### src/rtl/scl_pkg.sv
`timescale 1ns/1ps
package scl_pkg;

  typedef enum logic [2:0] {
    ST_IDLE, ST_WAIT_LO, ST_WAIT_HI, ST_SHIFT, ST_WAIT_UP
  } seq_state_t;

  typedef enum logic [1:0] {
    ERR_NONE      = 2'd0,
    ERR_RDY_HIGH  = 2'd1,
    ERR_RDY_LOW   = 2'd2,
    ERR_NO_UP     = 2'd3
  } seq_err_t;

  // clocks allowed for one wait: the tick count must pass the poll limit
  function automatic int unsigned wait_limit(input int unsigned tick_cycles,
                                             input int unsigned max_polls);
    return (max_polls + 2) * tick_cycles;
  endfunction

  // {sclk, sdo} for step 0..3 of a bit
  function automatic logic [1:0] pin_pattern(input logic [1:0] step, input logic b);
    case (step)
      2'd0:    return 2'b01;
      2'd1:    return {1'b0, b};
      2'd2:    return {1'b1, b};
      default: return 2'b11;
    endcase
  endfunction

endpackage

### src/rtl/scl_wait_timer.sv
`timescale 1ns/1ps
module scl_wait_timer #(
  parameter int unsigned TICK_CYCLES = 125000,
  parameter int unsigned MAX_POLLS   = 3
) (
  input  logic clk,
  input  logic rst_n,
  input  logic run,
  input  logic clear,
  output logic expire
);
  localparam int unsigned SUB_W = (TICK_CYCLES > 1) ? $clog2(TICK_CYCLES) : 1;
  localparam int unsigned PC_W  = $clog2(MAX_POLLS + 3);

  logic [SUB_W-1:0] sub_q;
  logic [PC_W-1:0]  polls_q;
  logic             tick_end;

  assign tick_end = (sub_q == SUB_W'(TICK_CYCLES - 1));
  assign expire   = run && !clear && tick_end && (polls_q == PC_W'(MAX_POLLS + 1));

  always_ff @(posedge clk or negedge rst_n) begin
    if (!rst_n) begin
      sub_q   <= '0;
      polls_q <= '0;
    end else if (clear || !run) begin
      sub_q   <= '0;
      polls_q <= '0;
    end else if (tick_end) begin
      sub_q   <= '0;
      polls_q <= polls_q + 1'b1;
    end else begin
      sub_q   <= sub_q + 1'b1;
    end
  end
endmodule

### src/rtl/scl_bit_stepper.sv
`timescale 1ns/1ps
module scl_bit_stepper
  import scl_pkg::*;
#(
  parameter int unsigned STEP_CYCLES = 4
) (
  input  logic clk,
  input  logic rst_n,
  input  logic load,
  input  logic load_bit,
  output logic free,
  output logic sclk,
  output logic sdo
);
  localparam int unsigned CNT_W = (STEP_CYCLES > 1) ? $clog2(STEP_CYCLES) : 1;

  logic             active_q;
  logic [1:0]       step_q;
  logic [CNT_W-1:0] cnt_q;
  logic             bit_q;
  logic             step_end;

  assign step_end = (cnt_q == CNT_W'(STEP_CYCLES - 1));
  assign free     = !active_q || (step_q == 2'd3 && step_end);
  assign {sclk, sdo} = active_q ? pin_pattern(step_q, bit_q) : 2'b11;

  always_ff @(posedge clk or negedge rst_n) begin
    if (!rst_n) begin
      active_q <= 1'b0;
      step_q   <= 2'd0;
      cnt_q    <= '0;
      bit_q    <= 1'b1;
    end else if (load) begin
      active_q <= 1'b1;
      step_q   <= 2'd0;
      cnt_q    <= '0;
      bit_q    <= load_bit;
    end else if (active_q) begin
      if (step_end) begin
        cnt_q <= '0;
        if (step_q == 2'd3) active_q <= 1'b0;
        else                step_q   <= step_q + 2'd1;
      end else begin
        cnt_q <= cnt_q + 1'b1;
      end
    end
  end
endmodule

### src/rtl/scl_ctrl.sv
`timescale 1ns/1ps
module scl_ctrl
  import scl_pkg::*;
#(
  parameter int unsigned          HDR_BITS = 16,
  parameter logic [HDR_BITS-1:0]  HDR_WORD = 16'hFF20
) (
  input  logic       clk,
  input  logic       rst_n,
  input  logic       start,
  input  logic       tgt_rdy,
  input  logic       tgt_up,
  input  logic       bit_valid,
  input  logic       bit_data,
  input  logic       bit_last,
  input  logic       bit_free,
  input  logic       wait_expire,
  output logic       wait_run,
  output logic       wait_clear,
  output logic       load,
  output logic       load_bit,
  output logic       bit_ready,
  output logic       clr_n,
  output logic       busy,
  output logic       done_ok,
  output logic [1:0] err
);
  localparam int unsigned HC_W = $clog2(HDR_BITS + 1);

  seq_state_t          st_q;
  seq_err_t            err_q;
  logic                ok_q;
  logic [HC_W-1:0]     hdr_cnt_q;
  logic [HDR_BITS-1:0] hdr_sr_q;
  logic                last_taken_q;

  logic in_wait, cond_met, hdr_pending, take, shift_end;

  always_comb begin
    in_wait     = (st_q == ST_WAIT_LO) || (st_q == ST_WAIT_HI) || (st_q == ST_WAIT_UP);
    cond_met    = ((st_q == ST_WAIT_LO) && !tgt_rdy) ||
                  ((st_q == ST_WAIT_HI) &&  tgt_rdy) ||
                  ((st_q == ST_WAIT_UP) &&  tgt_up);
    hdr_pending = (hdr_cnt_q != HC_W'(HDR_BITS));
    bit_ready   = (st_q == ST_SHIFT) && !hdr_pending && bit_free && !last_taken_q;
    take        = bit_ready && bit_valid;
    load        = ((st_q == ST_SHIFT) && bit_free && hdr_pending) || take;
    load_bit    = hdr_pending ? hdr_sr_q[HDR_BITS-1] : bit_data;
    shift_end   = (st_q == ST_SHIFT) && bit_free && last_taken_q;
  end

  assign wait_run   = in_wait;
  assign wait_clear = !in_wait || cond_met;
  assign clr_n      = (st_q != ST_WAIT_LO);
  assign busy       = (st_q != ST_IDLE);
  assign done_ok    = ok_q;
  assign err        = err_q;

  always_ff @(posedge clk or negedge rst_n) begin
    if (!rst_n) begin
      st_q         <= ST_IDLE;
      err_q        <= ERR_NONE;
      ok_q         <= 1'b0;
      hdr_cnt_q    <= '0;
      hdr_sr_q     <= HDR_WORD;
      last_taken_q <= 1'b0;
    end else begin
      case (st_q)
        ST_IDLE: if (start) begin
          st_q  <= ST_WAIT_LO;
          err_q <= ERR_NONE;
          ok_q  <= 1'b0;
        end
        ST_WAIT_LO: begin
          if (cond_met)         st_q <= ST_WAIT_HI;
          else if (wait_expire) begin
            st_q  <= ST_IDLE;
            err_q <= ERR_RDY_HIGH;
          end
        end
        ST_WAIT_HI: begin
          if (cond_met) begin
            st_q         <= ST_SHIFT;
            hdr_cnt_q    <= '0;
            hdr_sr_q     <= HDR_WORD;
            last_taken_q <= 1'b0;
          end else if (wait_expire) begin
            st_q  <= ST_IDLE;
            err_q <= ERR_RDY_LOW;
          end
        end
        ST_SHIFT: begin
          if (shift_end) st_q <= ST_WAIT_UP;
          if (load && hdr_pending) begin
            hdr_cnt_q <= hdr_cnt_q + 1'b1;
            hdr_sr_q  <= hdr_sr_q << 1;
          end
          if (take && bit_last) last_taken_q <= 1'b1;
        end
        ST_WAIT_UP: begin
          if (cond_met) begin
            st_q <= ST_IDLE;
            ok_q <= 1'b1;
          end else if (wait_expire) begin
            st_q  <= ST_IDLE;
            err_q <= ERR_NO_UP;
          end
        end
        default: st_q <= ST_IDLE;
      endcase
    end
  end
endmodule

### src/rtl/serial_cfg_loader.sv
`timescale 1ns/1ps
module serial_cfg_loader #(
  parameter int unsigned          TICK_CYCLES = 125000,
  parameter int unsigned          STEP_CYCLES = 4,
  parameter int unsigned          MAX_POLLS   = 3,
  parameter int unsigned          HDR_BITS    = 16,
  parameter logic [HDR_BITS-1:0]  HDR_WORD    = 16'hFF20
) (
  input  logic       clk,
  input  logic       rst_n,
  input  logic       start_i,
  input  logic       tgt_rdy_i,
  input  logic       tgt_up_i,
  input  logic       bit_valid_i,
  input  logic       bit_data_i,
  input  logic       bit_last_i,
  output logic       bit_ready_o,
  output logic       tgt_clr_n_o,
  output logic       tgt_sclk_o,
  output logic       tgt_sdo_o,
  output logic       busy_o,
  output logic       done_ok_o,
  output logic [1:0] err_o
);
  // internal events, named for the checker
  logic wait_run, wait_clear, wait_expire;
  logic bit_free, bit_load, bit_load_val;

  scl_wait_timer #(
    .TICK_CYCLES(TICK_CYCLES),
    .MAX_POLLS  (MAX_POLLS)
  ) u_timer (
    .clk   (clk),
    .rst_n (rst_n),
    .run   (wait_run),
    .clear (wait_clear),
    .expire(wait_expire)
  );

  scl_bit_stepper #(
    .STEP_CYCLES(STEP_CYCLES)
  ) u_stepper (
    .clk     (clk),
    .rst_n   (rst_n),
    .load    (bit_load),
    .load_bit(bit_load_val),
    .free    (bit_free),
    .sclk    (tgt_sclk_o),
    .sdo     (tgt_sdo_o)
  );

  scl_ctrl #(
    .HDR_BITS(HDR_BITS),
    .HDR_WORD(HDR_WORD)
  ) u_ctrl (
    .clk        (clk),
    .rst_n      (rst_n),
    .start      (start_i),
    .tgt_rdy    (tgt_rdy_i),
    .tgt_up     (tgt_up_i),
    .bit_valid  (bit_valid_i),
    .bit_data   (bit_data_i),
    .bit_last   (bit_last_i),
    .bit_free   (bit_free),
    .wait_expire(wait_expire),
    .wait_run   (wait_run),
    .wait_clear (wait_clear),
    .load       (bit_load),
    .load_bit   (bit_load_val),
    .bit_ready  (bit_ready_o),
    .clr_n      (tgt_clr_n_o),
    .busy       (busy_o),
    .done_ok    (done_ok_o),
    .err        (err_o)
  );
endmodule

### config.mk
export PLATFORM = sky130hd
export DESIGN_NAME = serial_cfg_loader
export DESIGN_NICKNAME = d
export VERILOG_FILES = /design/src/rtl/scl_pkg.sv /design/src/rtl/scl_wait_timer.sv /design/src/rtl/scl_bit_stepper.sv /design/src/rtl/scl_ctrl.sv /design/src/rtl/serial_cfg_loader.sv
export SDC_FILE = /design/constraint.sdc
export NUM_CORES = 1
export LEC_CHECK = 0
export CAP_MARGIN = 20
export CORE_MARGIN = 5
export CORE_UTILIZATION = 59
export CTS_CLUSTER_SIZE = 30
export DETAILED_ROUTE_END_ITERATION = 10
export PLACE_DENSITY = 0.86
export SLEW_MARGIN = 20
export SYNTH_ARGS = -nofsm -noshare
export SYNTH_HDL_FRONTEND = slang
export SYNTH_SLANG_ARGS = --single-unit
### constraint.sdc
create_clock -name clk -period 3.29 [get_ports clk]
set_clock_uncertainty 0.05 [all_clocks]
set_input_delay 0.658 -clock clk [delete_from_list [all_inputs] [get_ports clk]]
set_output_delay 0.658 -clock clk [all_outputs]
set_load 0.05 [all_outputs]
Word-level counts from Yosys, hierarchy flattened

Cells that the tools add are included.

Input port bits: 8
Bits in registers: 54
Word-level logic and storage cells: 132
Output and inout bits: 8

Equality and inequality tests: 25
$add $sub $neg: 5
Reduce and logical (&&, ||, !) cells: 45
Muxes and demuxes: 45

Operators by type and width:

| operator                | number |
|---|---|
| $mux W17                | 2 |
| $mux W16                | 2 |
| $pmux W16 S2            | 1 |
| $mux W2                 | 15 |
| $mux W3                 | 8 |
| $add A17 B1 Y17 const B | 1 |
| $eq A17 B17 Y1 const B  | 1 |
| $logic_and A1 B1 Y1     | 16 |
| $pmux W3 S5             | 1 |
| $ne A2 B1 Y1 const B    | 7 |
| $ne A2 B2 Y1 const B    | 6 |
| $reduce_and A3 Y1       | 4 |
| $mux W5                 | 2 |
| $pmux W5 S2             | 1 |
| $reduce_bool A2 Y1      | 5 |
| $mux W1                 | 9 |
| $logic_or A1 B1 Y1      | 8 |
| $pmux W2 S4             | 1 |
| $reduce_and A8 Y1       | 1 |
| $eq A2 B2 Y1 const B    | 3 |
| $eq A3 B2 Y1 const B    | 2 |
| $eq A3 B3 Y1 const B    | 2 |
| $logic_not A1 Y1        | 6 |
| $pmux W2 S3             | 1 |
| 13 further kinds        | 15 |

Logic depth before layout (Yosys ltp)

Gate-level depths: netlist of run 1.

Depth in word-level cells: 12
Mapped depth: 7
Gate-level depth less buffers: 7

Cells and area by module

From an unflattened synthesis of run 1, not the netlist that was laid out.

Cell total of the unflattened synthesis: 284
Area, all modules: 2,731.4 um^2

Modules (own cells, without submodules):

| module          | seq. area each (um^2) | area an instance (um^2) | cells an instance | instances |
|---|---|---|---|---|
| scl_ctrl        | 586.8                 | 1,261.2                 | 137               | 1 |
| scl_wait_timer  | 500.5                 | 1,084.8                 | 113               | 1 |
| scl_bit_stepper | 151.4                 | 385.4                   | 34                | 1 |

Worst setup path after synthesis of run 1

No wires, ideal clock.

Path kind: register to output
From: register u_stepper.cnt_q[0]
To: output bit_ready_o
Slack: 345 ps
Stages on the path, launching flop included: 5
Arrival: 2,237 ps
Path buffers: 0
Required time: 2,582 ps
Path through: dfrtp_1 > ha_1 > a21boi_0 > or2_2 > nor3b_1

Word-level cells in the longest chain between the ends: 5

Ends and longest elaborated chain:

| what                              | RTL line                | text |
|---|---|---|
| start, declared                   | scl_bit_stepper.sv:19   | `logic [CNT_W-1:0] cnt_q;` |
| start signal, assigned            | scl_bit_stepper.sv:44   | `cnt_q <= cnt_q + 1'b1;` |
| $eq A2 B2 Y1                      | scl_bit_stepper.sv:23   | `assign step_end = (cnt_q == CNT_W'(STEP_CYCLES - 1));` |
| $logic_and A1 B1 Y1               | scl_bit_stepper.sv:24   | `assign free = !active_q \|\| (step_q == 2'd3 && step_end);` |
| $logic_or A1 B1 Y1                | scl_bit_stepper.sv:24   |  |
| $logic_and A1 B1 Y1 (2 in series) | scl_ctrl.sv:45          | `bit_ready = (st_q == ST_SHIFT) && !hdr_pending && bit_free && !last_taken_q;` |
| end, declared                     | serial_cfg_loader.sv:17 | `output logic bit_ready_o,` |

No other way between the ends.

Worst setup path after layout of run 1

From: register u_ctrl.st_q[0]
To: output bit_ready_o

Word-level cells in the longest chain between the ends: 4

Ends and longest elaborated chain:

| what                              | RTL line       | text |
|---|---|---|
| start, declared                   | scl_ctrl.sv:30 | `seq_state_t st_q;` |
| start signal, assigned            | scl_ctrl.sv:61 | `st_q <= ST_IDLE;` |
| start signal, assigned            | scl_ctrl.sv:70 | `st_q <= ST_WAIT_LO;` |
| start signal, assigned            | scl_ctrl.sv:75 | `if (cond_met) st_q <= ST_WAIT_HI;` |
| $eq A3 B2 Y1                      | scl_ctrl.sv:45 |  |
| $logic_and A1 B1 Y1 (3 in series) | scl_ctrl.sv:45 |  |

No other way between the ends.

==> results of run 1 <==
cell type report:
cell class / instances / share of cell area [%]
Tap cell: 50 / 2.23
Sequential cell: 49 / 44.1
Clock buffer: 6 / 2.94
Inverter: 10 / 1.34
Multi-Input combinational cell: 179 / 42.6
Timing Repair Buffer: 16 / 5.44
Clock inverter: 2 / 1.34
where the power goes:
group          internal, mW  switching (mW)
clock                 0.247           0.201
combinational         0.229           0.320
sequential            0.748          0.0887
total                  1.22           0.609
through the flow:
stage                     std cells  instance area (um^2)  total power, mW  hold WS (ns)  setup slack [ns]
after floorplan                 244                  2490             1.24         0.312             0.345
after global placement          304                  2680             1.37         0.429             0.697
after detailed placement        304                  2680             1.40         0.442             0.643
after CTS                       312                  2800             1.85         0.457             0.447
after global routing            312                  2810             1.97         0.346             0.240
final                           312                  2810             1.83         0.297             0.431
registers in the layout (all words and copies together) (netlist names), 2 cells and up:
name,cells
u_stepper.cnt_q,2
u_timer.polls_q,3
u_timer.sub_q,17
u_stepper.step_q,2
u_ctrl.hdr_sr_q,11
u_ctrl.err,2
u_ctrl.st_q,3
u_ctrl.hdr_cnt_q,5
layer usage:
metal | share of wire, % | vias up
met1 | 44 | 870
met5 | 0 | -
met2 | 51 | 33
met3 | 3.5 | 10
met4 | 2.3 | 0
li1 | - | 891
worst paths after layout:
check	cells after the start	slack, ns	end
min in group clk	2	0.46	u_stepper.bit_q
max	4	0.43	bit_ready_o
min	1	0.30	u_ctrl.hdr_cnt_q[0]
max in group asynchronous	1	2.49	u_ctrl.err[0]
min reg2reg	2	0.46	u_stepper.bit_q
max reg2reg	6	1.14	u_ctrl.err[0]
cell families after synthesis:
family,Yosys count
buffers and inverters,16
AND/OR/NAND/NOR,108
XOR/XNOR,20
adder cells (fa/ha/maj),10
AO/OA/AOI/OAI,35
flip-flops,49
multiplexers,6
worst register-to-register path: stages (launching register included):
cell	delay [ns]
dfrtp_1	0.43
ha_1	0.29
nand4b_1	0.13
nor3_1	0.29
nand4_1	0.28
or4_1	0.52
nand3_1	0.09
layout by cell type (no fill, tap or decap), drive strengths merged, types with 2 or more instances in the layout:
cell type      netlist  layout
nor2b                3       3
nand3b               2       2
o22a                 8       8
nand4                8       8
or4b                 2       2
nand2               12      12
o21ai                6       6
and3                 4       4
nor2                41      41
mux2i                6       6
a21boi               2       2
nor4b                2       2
clkdlybuf4s50        0      13
and2                 2       2
a22o                 3       3
nand2b               3       3
or3                  3       3
and4                 2       2
dfrtp               39      39
a21oi                9       9
nor4                 2       2
inv                 10      10
xnor2                8       8
dfstp               10      10
xor2                12      12
ha                  10      10
clkbuf               5       6
buf                  1       3
nor3                 3       3
or2                  3       3
nand3               11      11
==> flow_summary_export.csv, run 1 <==
group,metric,value,unit
status,status,"complete, no violations",
critical_path,crit_type,"flop to output port",
clock_network,clockRootBuffer,"clkbuf_8",
detailed_routing,remaining_drc_errors,0,
critical_path,cp-startpoint,"u_ctrl.st_q[0]",
clock_network,cts_hold_repair.buffers,0,
detailed_routing,avgRoutedWirePerCell,14.5,um
finish,syn_to_final_growth,12.5,%
clock_network,cts.path.max_buffers,2,
critical_path,cp_top_family,"simple AND/OR/NAND/NOR gates",
synthesis,synth_top_cell_area_share,39.1,%
critical_path,path_cells,"nand3b_1, or2_2, nor3b_1, buf_4",
detailed_routing,drtIter0Drc,104,
critical_path,critical_path_required,2.58,ns
synthesis,synth.area.top_cells,"dfrtp_1 (39%), dfstp_2 (11%), nor2_1 (6.0%), ha_1 (5.0%), xor2_1 (4.2%)",
sta,fmax,0.350,GHz
synthesis,synth_cell_types,45,
clock_network,post_cts_resized,0,
synthesis,async_flop_share,100,%
sta,hold_viol_final,0,
global_route,grt_util_met1,23.9,%
finish,fin_util,69.2,%
finish,multi_input_area,0.00119,mm^2
synthesis,syn_area_per_cell,10.2,um^2
synthesis,ys_seq_elements,49,
clock_network,cts_tree,"built",
clock_network,clk_latency,0.31,ns
critical_path,cp.arrival,2.15,ns
global_route,grt_max_degree,50,
detailed_routing,wirelength,4.53,mm
finish,layout-drive-gt1-share,12.2,%
global_route,overflow,0,
global_route,use_met3,5.07,%
global_route,grtUsageTotal,19.0,%
sta,setup-tns-final,0,ns
global_route,grt_antenna_before_repair,0,
detailed_routing,ant_nets,0,
critical_path,critPathSlowestCell,"dfrtp_1",
synthesis,ys_top_cells_by_count,"nor2_1 (40), dfrtp_1 (39), xor2_1 (12)",
placed_design,dp.final_hpwl,3.14,mm
detailed_routing,drt_pass1_iterations,4,
job,max-cap-violations,0,
finish,finalNetCount,279,
finish,fillers,322,
synthesis,yosysWarnings,0,
sta,fin_crit,2.86,ns
synthesis,synth_edf_count,0,
sta,drv_slew,0,
global_route,busiest_layer,"met2",
clock_network,numCtsBuffers,5,
die,dieHeight,75.0,um
die,core_area,0.00406,mm^2
synthesis,yosysTopAreaCell,"dfrtp_1",
critical_path,critPathBufInv,1,
critical_path,reg2reg_from,"u_timer.sub_q[0]",
synthesis,syn_area,0.00249,mm^2
synthesis,synthMuxAreaShare,2.41,%
sta,setup_viol,0,
global_route,gr-usage-met2,31.0,%
die,row_count,23,
finish,ff_latch_area,0.00124,mm^2
synthesis,synthSimpleGateAreaFrac,23.7,%
clock_network,clk_pin_slew,0.09,ns
synthesis,yosys.area_share.xor_xnor,7.02,%
synthesis,synth.most_common_cell,"nor2_1",
die,design.die.area,0.00563,mm^2
placed_design,gp_congestion,0.877,
die,die_x,75.0,um
sta,relSlewSlack,55.2,%
critical_path,crit_path_max_incr_delay,0.63,ns
sta,rsz0062_at_grt,"false",
global_route,grt_pass1_vias,1804,
detailed_routing,vias,1804,
clock_network,cts.sinks,49,
critical_path,cp_max_fo,17,
pwr,powerDensity,653,mW/mm^2
sta,layout_worst_path_cycle_share,86.9,%
synthesis,synthFlopType,"dfrtp_1",
synthesis,synth_compound_area_share,9.73,%
critical_path,end_kind,"output port",
die,start_util,61.5,%
pwr,max-vdd-ir-drop,0.288,mV
synthesis,synthesis.nets,262,
hold_path,hold_path_class,"input pin to asynchronous set/reset pin",
critical_path,start_kind,"flop",
die,io_pins,16,
finish,antenna_cells,0,
detailed_routing,vias_per_cell,5.78,
pwr,cellLeakagePower,1.19,nW
clock_network,h-tree-depth,2,
synthesis,syn_inst,244,
sta,tightest_slew,0.673,ns
global_route,grt_pass1_wl,8.07,mm
synthesis,synth_top_family_by_area,"simple AND/OR/NAND/NOR gates",
placed_design,portBuffers,15,
clock_network,postCtsSetupBuffers,0,
synthesis,yosysSeqAreaShare,49.6,%
synthesis,synthAdderAreaFrac,5.02,%
Note: power is estimated with default switching activity, not from simulation.
==> run 2: changes to the inputs <==
--- a/config.mk
+++ b/config.mk
@@ -7,10 +7,10 @@
 export LEC_CHECK = 0
 export CAP_MARGIN = 20
 export CORE_MARGIN = 5
-export CORE_UTILIZATION = 59
+export CORE_UTILIZATION = 50
 export CTS_CLUSTER_SIZE = 30
 export DETAILED_ROUTE_END_ITERATION = 10
-export PLACE_DENSITY = 0.86
+export PLACE_DENSITY = 0.76
 export SLEW_MARGIN = 20
 export SYNTH_ARGS = -nofsm -noshare
 export SYNTH_HDL_FRONTEND = slang
==> flow_summary_export.csv, run 2 (same netlist as run 1, synthesis figures left out) <==
group,metric,value,unit
status,status,"complete, no violations",
finish,finalNetCount,279,
sta,fmax,0.357,GHz
sta,setup_viol,0,
critical_path,cp.arrival,2.09,ns
sta,layout_worst_path_cycle_share,85.0,%
placed_design,portBuffers,15,
detailed_routing,remaining_drc_errors,0,
clock_network,cts_tree,"built",
pwr,max-vdd-ir-drop,0.349,mV
clock_network,cts_hold_repair.buffers,0,
hold_path,hold_path_class,"input pin to asynchronous set/reset pin",
clock_network,clockRootBuffer,"clkbuf_8",
sta,worst_slack,0.492,ns
sta,tightest_slew,0.709,ns
critical_path,critPathBufInv,1,
die,start_util,52.1,%
placed_design,gp_congestion,0.736,
critical_path,end_kind,"output port",
global_route,grt_max_degree,50,
sta,fin_crit,2.80,ns
critical_path,crit_type,"flop to output port",
die,die_x,80.6,um
critical_path,critical_path_required,2.58,ns
die,design.die.area,0.00650,mm^2
critical_path,cp_top_family,"simple AND/OR/NAND/NOR gates",
finish,layout-drive-gt1-share,12.2,%
finish,final_common_cell,"nor2_1",
sta,setup-tns-final,0,ns
detailed_routing,ant_nets,0,
detailed_routing,vias_per_cell,5.29,
clock_network,cts.sinks,49,
critical_path,critPathSlowestCell,"dfrtp_1",
global_route,grt_pass1_vias,1659,
critical_path,crit_path_max_incr_delay,0.63,ns
clock_network,clk_pin_slew,0.10,ns
clock_network,postCtsSetupBuffers,0,
detailed_routing,drtIter0Drc,89,
clock_network,h-tree-depth,2,
finish,largest_reg_flops,17,
finish,syn_to_final_growth,12.3,%
detailed_routing,drt_pass1_iterations,4,
finish,top_register,"u_timer.sub_q",
clock_network,numCtsBuffers,5,
critical_path,cp_max_fo,17,
global_route,grt_pass1_wl,7.48,mm
detailed_routing,vias,1742,
finish,antenna_cells,0,
sta,drv_slew,0,
critical_path,path_cells,"nand3b_1, or2_2, nor3b_1, buf_4",
critical_path,start_kind,"flop",
detailed_routing,avgRoutedWirePerCell,13.2,um
global_route,overflow,0,
die,core_area,0.00479,mm^2
die,dieHeight,80.6,um
sta,hold_viol_final,0,
job,max-cap-violations,0,
placed_design,place_worst_setup_slack,0.653,ns
sta,rsz0062_at_grt,"false",
pwr,powerDensity,623,mW/mm^2
finish,largestRegisters,"u_timer.sub_q: 17 flops, u_ctrl.hdr_sr_q: 11 flops, u_ctrl.hdr_cnt_q: 5 flops",
clock_network,cts.path.max_buffers,2,
finish,most-common-layout-cells,"nor2_1 (40), dfrtp_1 (39), clkdlybuf4s50_1 (13), xor2_1 (12)",
global_route,grt_antenna_before_repair,0,
die,row_count,25,
placed_design,dp.final_hpwl,2.98,mm
global_route,grtUsageTotal,14.7,%
detailed_routing,wirelength,4.33,mm
clock_network,post_cts_resized,0,
sta,relSlewSlack,52.7,%
clock_network,clk_latency,0.30,ns
pwr,cellLeakagePower,1.17,nW
die,io_pins,16,
-- run 2: cell type report --
type                            count  area, um^2
Fill cell                         429        1980
Sequential cell                    49        1240
Multi-Input combinational cell    179        1190
Timing Repair Buffer               16         153
Tap cell                           67        83.8
Clock buffer                        5        68.8
Inverter                           10        37.5
Clock inverter                      3        25.0
-- run 2: final timing paths --
path,from,end,slack (ns),cells past startpoint
worst max register to register,u_timer.sub_q[0],u_ctrl.err[0],1.14,6
min in group clk,u_ctrl.hdr_sr_q[7],u_ctrl.hdr_sr_q[7],0.46,1
max in group asynchronous,rst_n,u_timer.sub_q[2],2.48,1
worst min-delay path,rst_n,u_ctrl.last_taken_q,0.31,1
worst max-delay path,u_ctrl.st_q[0],bit_ready_o,0.49,4
worst min register to register,u_ctrl.hdr_sr_q[7],u_ctrl.hdr_sr_q[7],0.46,1
-- run 2: worst register-to-register path, delay by kind of cell, from the launching register on --
kind	cells	cell delay (ns)
adders and majority gates	1	0.28
DFF	1	0.44
and+or+nand+nor	5	1.33
-- run 2: stage by stage --
stage	instance area [um^2]	util [%]	instances	hold WS, ns	power [mW]
4_1_cts	2800	58.5	329	0.458	1.77
3_5_place_dp	2710	56.5	321	0.436	1.40
5_1_grt	2800	58.5	329	0.347	1.89
6_report	2800	58.5	329	0.309	1.74
3_3_place_gp	2710	56.5	321	0.432	1.38
2_1_floorplan	2490	-	244	0.312	1.24
-- run 2: power by group --
part | switching [mW] | leakage [nW] | internal, mW | total, mW
logic | 0.317 | 0.510 | 0.228 | 0.545
registers | 0.0858 | 0.619 | 0.748 | 0.833
clock network | 0.211 | 0.0452 | 0.155 | 0.366
-- run 2: layer usage --
metal  track usage, %  wire length [um]
met5                0                 0
met2             23.5              2040
met4             4.56                40
met3             3.36               105
met1             19.7              2140
==> run 3: changes to the inputs <==
--- a/config.mk
+++ b/config.mk
@@ -10,6 +10,7 @@
 export CORE_UTILIZATION = 50
 export CTS_CLUSTER_SIZE = 30
 export DETAILED_ROUTE_END_ITERATION = 10
+export GPL_TIMING_DRIVEN = 0
 export PLACE_DENSITY = 0.76
 export SLEW_MARGIN = 20
 export SYNTH_ARGS = -nofsm -noshare
==> flow_summary_export.csv, run 3 (same netlist as run 1, synthesis figures left out) <==
group,metric,value,unit
critical_path,critical_path_required,2.58,ns
detailed_routing,avgRoutedWirePerCell,13.3,um
job,max-cap-violations,0,
die,start_util,52.1,%
clock_network,cts.path.max_buffers,2,
critical_path,critPathSlowestCell,"dlygate4sd2_1",
clock_network,cts_tree,"built",
finish,antenna_cells,0,
sta,fmax,0.327,GHz
detailed_routing,drtIter0Drc,70,
critical_path,r2r_cells,7,
global_route,overflow,0,
pwr,power,1.74,mW
critical_path,crit_type,"flop to output port",
placed_design,portBuffers,15,
status,status,"complete, no violations",
global_route,grtUsageTotal,15.2,%
detailed_routing,vias_per_cell,5.38,
sta,setup-tns-final,0,ns
finish,finalNetCount,285,
critical_path,start_kind,"flop",
sta,layout_worst_path_cycle_share,93.0,%
pwr,max-vdd-ir-drop,0.313,mV
clock_network,clk_pin_slew,0.09,ns
global_route,grt_pass1_wl,7.65,mm
detailed_routing,ant_nets,0,
detailed_routing,remaining_drc_errors,0,
global_route,grt_max_degree,34,
clock_network,clockRootBuffer,"clkbuf_8",
finish,most-common-layout-cells,"nor2_1 (40), dfrtp_1 (39), clkdlybuf4s50_1 (13), xor2_1 (12)",
detailed_routing,drt-met1-wl,2.08,mm
critical_path,timing.rr.end,"u_timer.sub_q[15]",
detailed_routing,wl_met3,133,um
global_route,grt_antenna_before_repair,0,
finish,syn_to_final_growth,13.5,%
die,row_count,25,
pwr,cellLeakagePower,1.19,nW
die,die_x,80.6,um
sta,tightest_slew,0.529,ns
die,core_area,0.00479,mm^2
critical_path,crit_path_max_incr_delay,0.57,ns
detailed_routing,top_layer,"met4",
critical_path,cp.arrival,2.35,ns
finish,final_common_cell,"nor2_1",
pwr,powerDensity,614,mW/mm^2
detailed_routing,drt_pass1_iterations,4,
clock_network,cts.sinks,49,
die,design.die.area,0.00650,mm^2
sta,setup_viol,0,
clock_network,h-tree-depth,2,
hold_path,hold_path_class,"input pin to asynchronous set/reset pin",
finish,largest_reg_flops,17,
critical_path,path_cells,"ha_1, a21boi_0, or2_2, nor3b_1, dlygate4sd2_1",
placed_design,dp.final_hpwl,3.26,mm
critical_path,rrSetupSlack,1.06,ns
detailed_routing,wirelength,4.45,mm
clock_network,numCtsBuffers,5,
sta,drv_slew,0,
finish,layout-drive-gt1-share,11.9,%
sta,rsz0062_at_grt,"false",
clock_network,clk_latency,0.30,ns
finish,largestRegisters,"u_timer.sub_q: 17 flops, u_ctrl.hdr_sr_q: 11 flops, u_ctrl.hdr_cnt_q: 5 flops",
detailed_routing,wl_met2,2.18,mm
finish,top_register,"u_timer.sub_q",
critical_path,end_kind,"output port",
die,io_pins,16,
sta,hold_viol_final,0,
placed_design,gp_congestion,0.785,
die,dieHeight,80.6,um
critical_path,reg2reg_from,"u_timer.sub_q[0]",
global_route,grt_pass1_vias,1722,
critical_path,cp_max_fo,5,
sta,fin_crit,3.06,ns
detailed_routing,vias,1802,
sta,relSlewSlack,64.5,%
-- run 3: per-layer routing --
| layer | GRT usage [%] | vias to the layer above |
|---|---|---|
| met5 | 0 | - |
| li1 | - | 902 |
| met1 | 19.4 | 868 |
| met2 | 25.2 | 25 |
| met3 | 3.70 | 7 |
| met4 | 5.24 | 0 |
-- run 3: layout make-up --
type	instances	area (um^2)
Sequential cell	49	1240
Multi-Input combinational cell	179	1190
Tap cell	67	83.8
Fill cell	404	1950
Timing Repair Buffer	16	164
Clock buffer	5	68.8
Buffer	6	23.8
Inverter	10	37.5
Clock inverter	3	21.3
-- run 3: metrics by stage --
step,util [%],area (um^2),hold WS (ns),cells,setup WS (ns)
after floorplan,-,2490,0.312,244,0.345
after global placement,57.0,2730,0.429,326,0.133
after detailed placement,57.3,2740,0.438,327,0.296
after CTS,59.2,2830,0.220,335,0.223
after global routing,59.2,2830,0.224,335,0.0720
final,59.2,2830,0.217,335,0.230
-- run 3: timing repair --
action	4_1_cts	5_1_grt
hold buffers	0	0
resized for setup	1	0
setup buffers	0	0
setup endpoints to repair	1	0
-- run 3: worst max-delay path by stage --
stage	to	startpoint	slack, ns
2_1_floorplan	bit_ready_o	u_stepper.cnt_q[0]	0.34
3_3_place_gp	u_timer.polls_q[1]	rst_n	0.13
3_5_place_dp	bit_ready_o	u_stepper.cnt_q[0]	0.30
4_1_cts	bit_ready_o	u_stepper.cnt_q[0]	0.22
5_1_grt	bit_ready_o	u_stepper.cnt_q[1]	0.07
6_report	bit_ready_o	u_stepper.cnt_q[0]	0.23
-- run 3: critical path, delay by kind of cell, from the launching register on --
family	cells	cell delay, ns
fa+ha+maj	1	0.21
buf+inv	1	0.57
compound gates	1	0.19
flops	1	0.38
simple gates	2	0.70
-- run 3: where the power goes --
part	leakage (nW)	internal (mW)	switching (mW)
clock	0.0445	0.151	0.202
combinational	0.525	0.230	0.331
sequential	0.619	0.748	0.0786
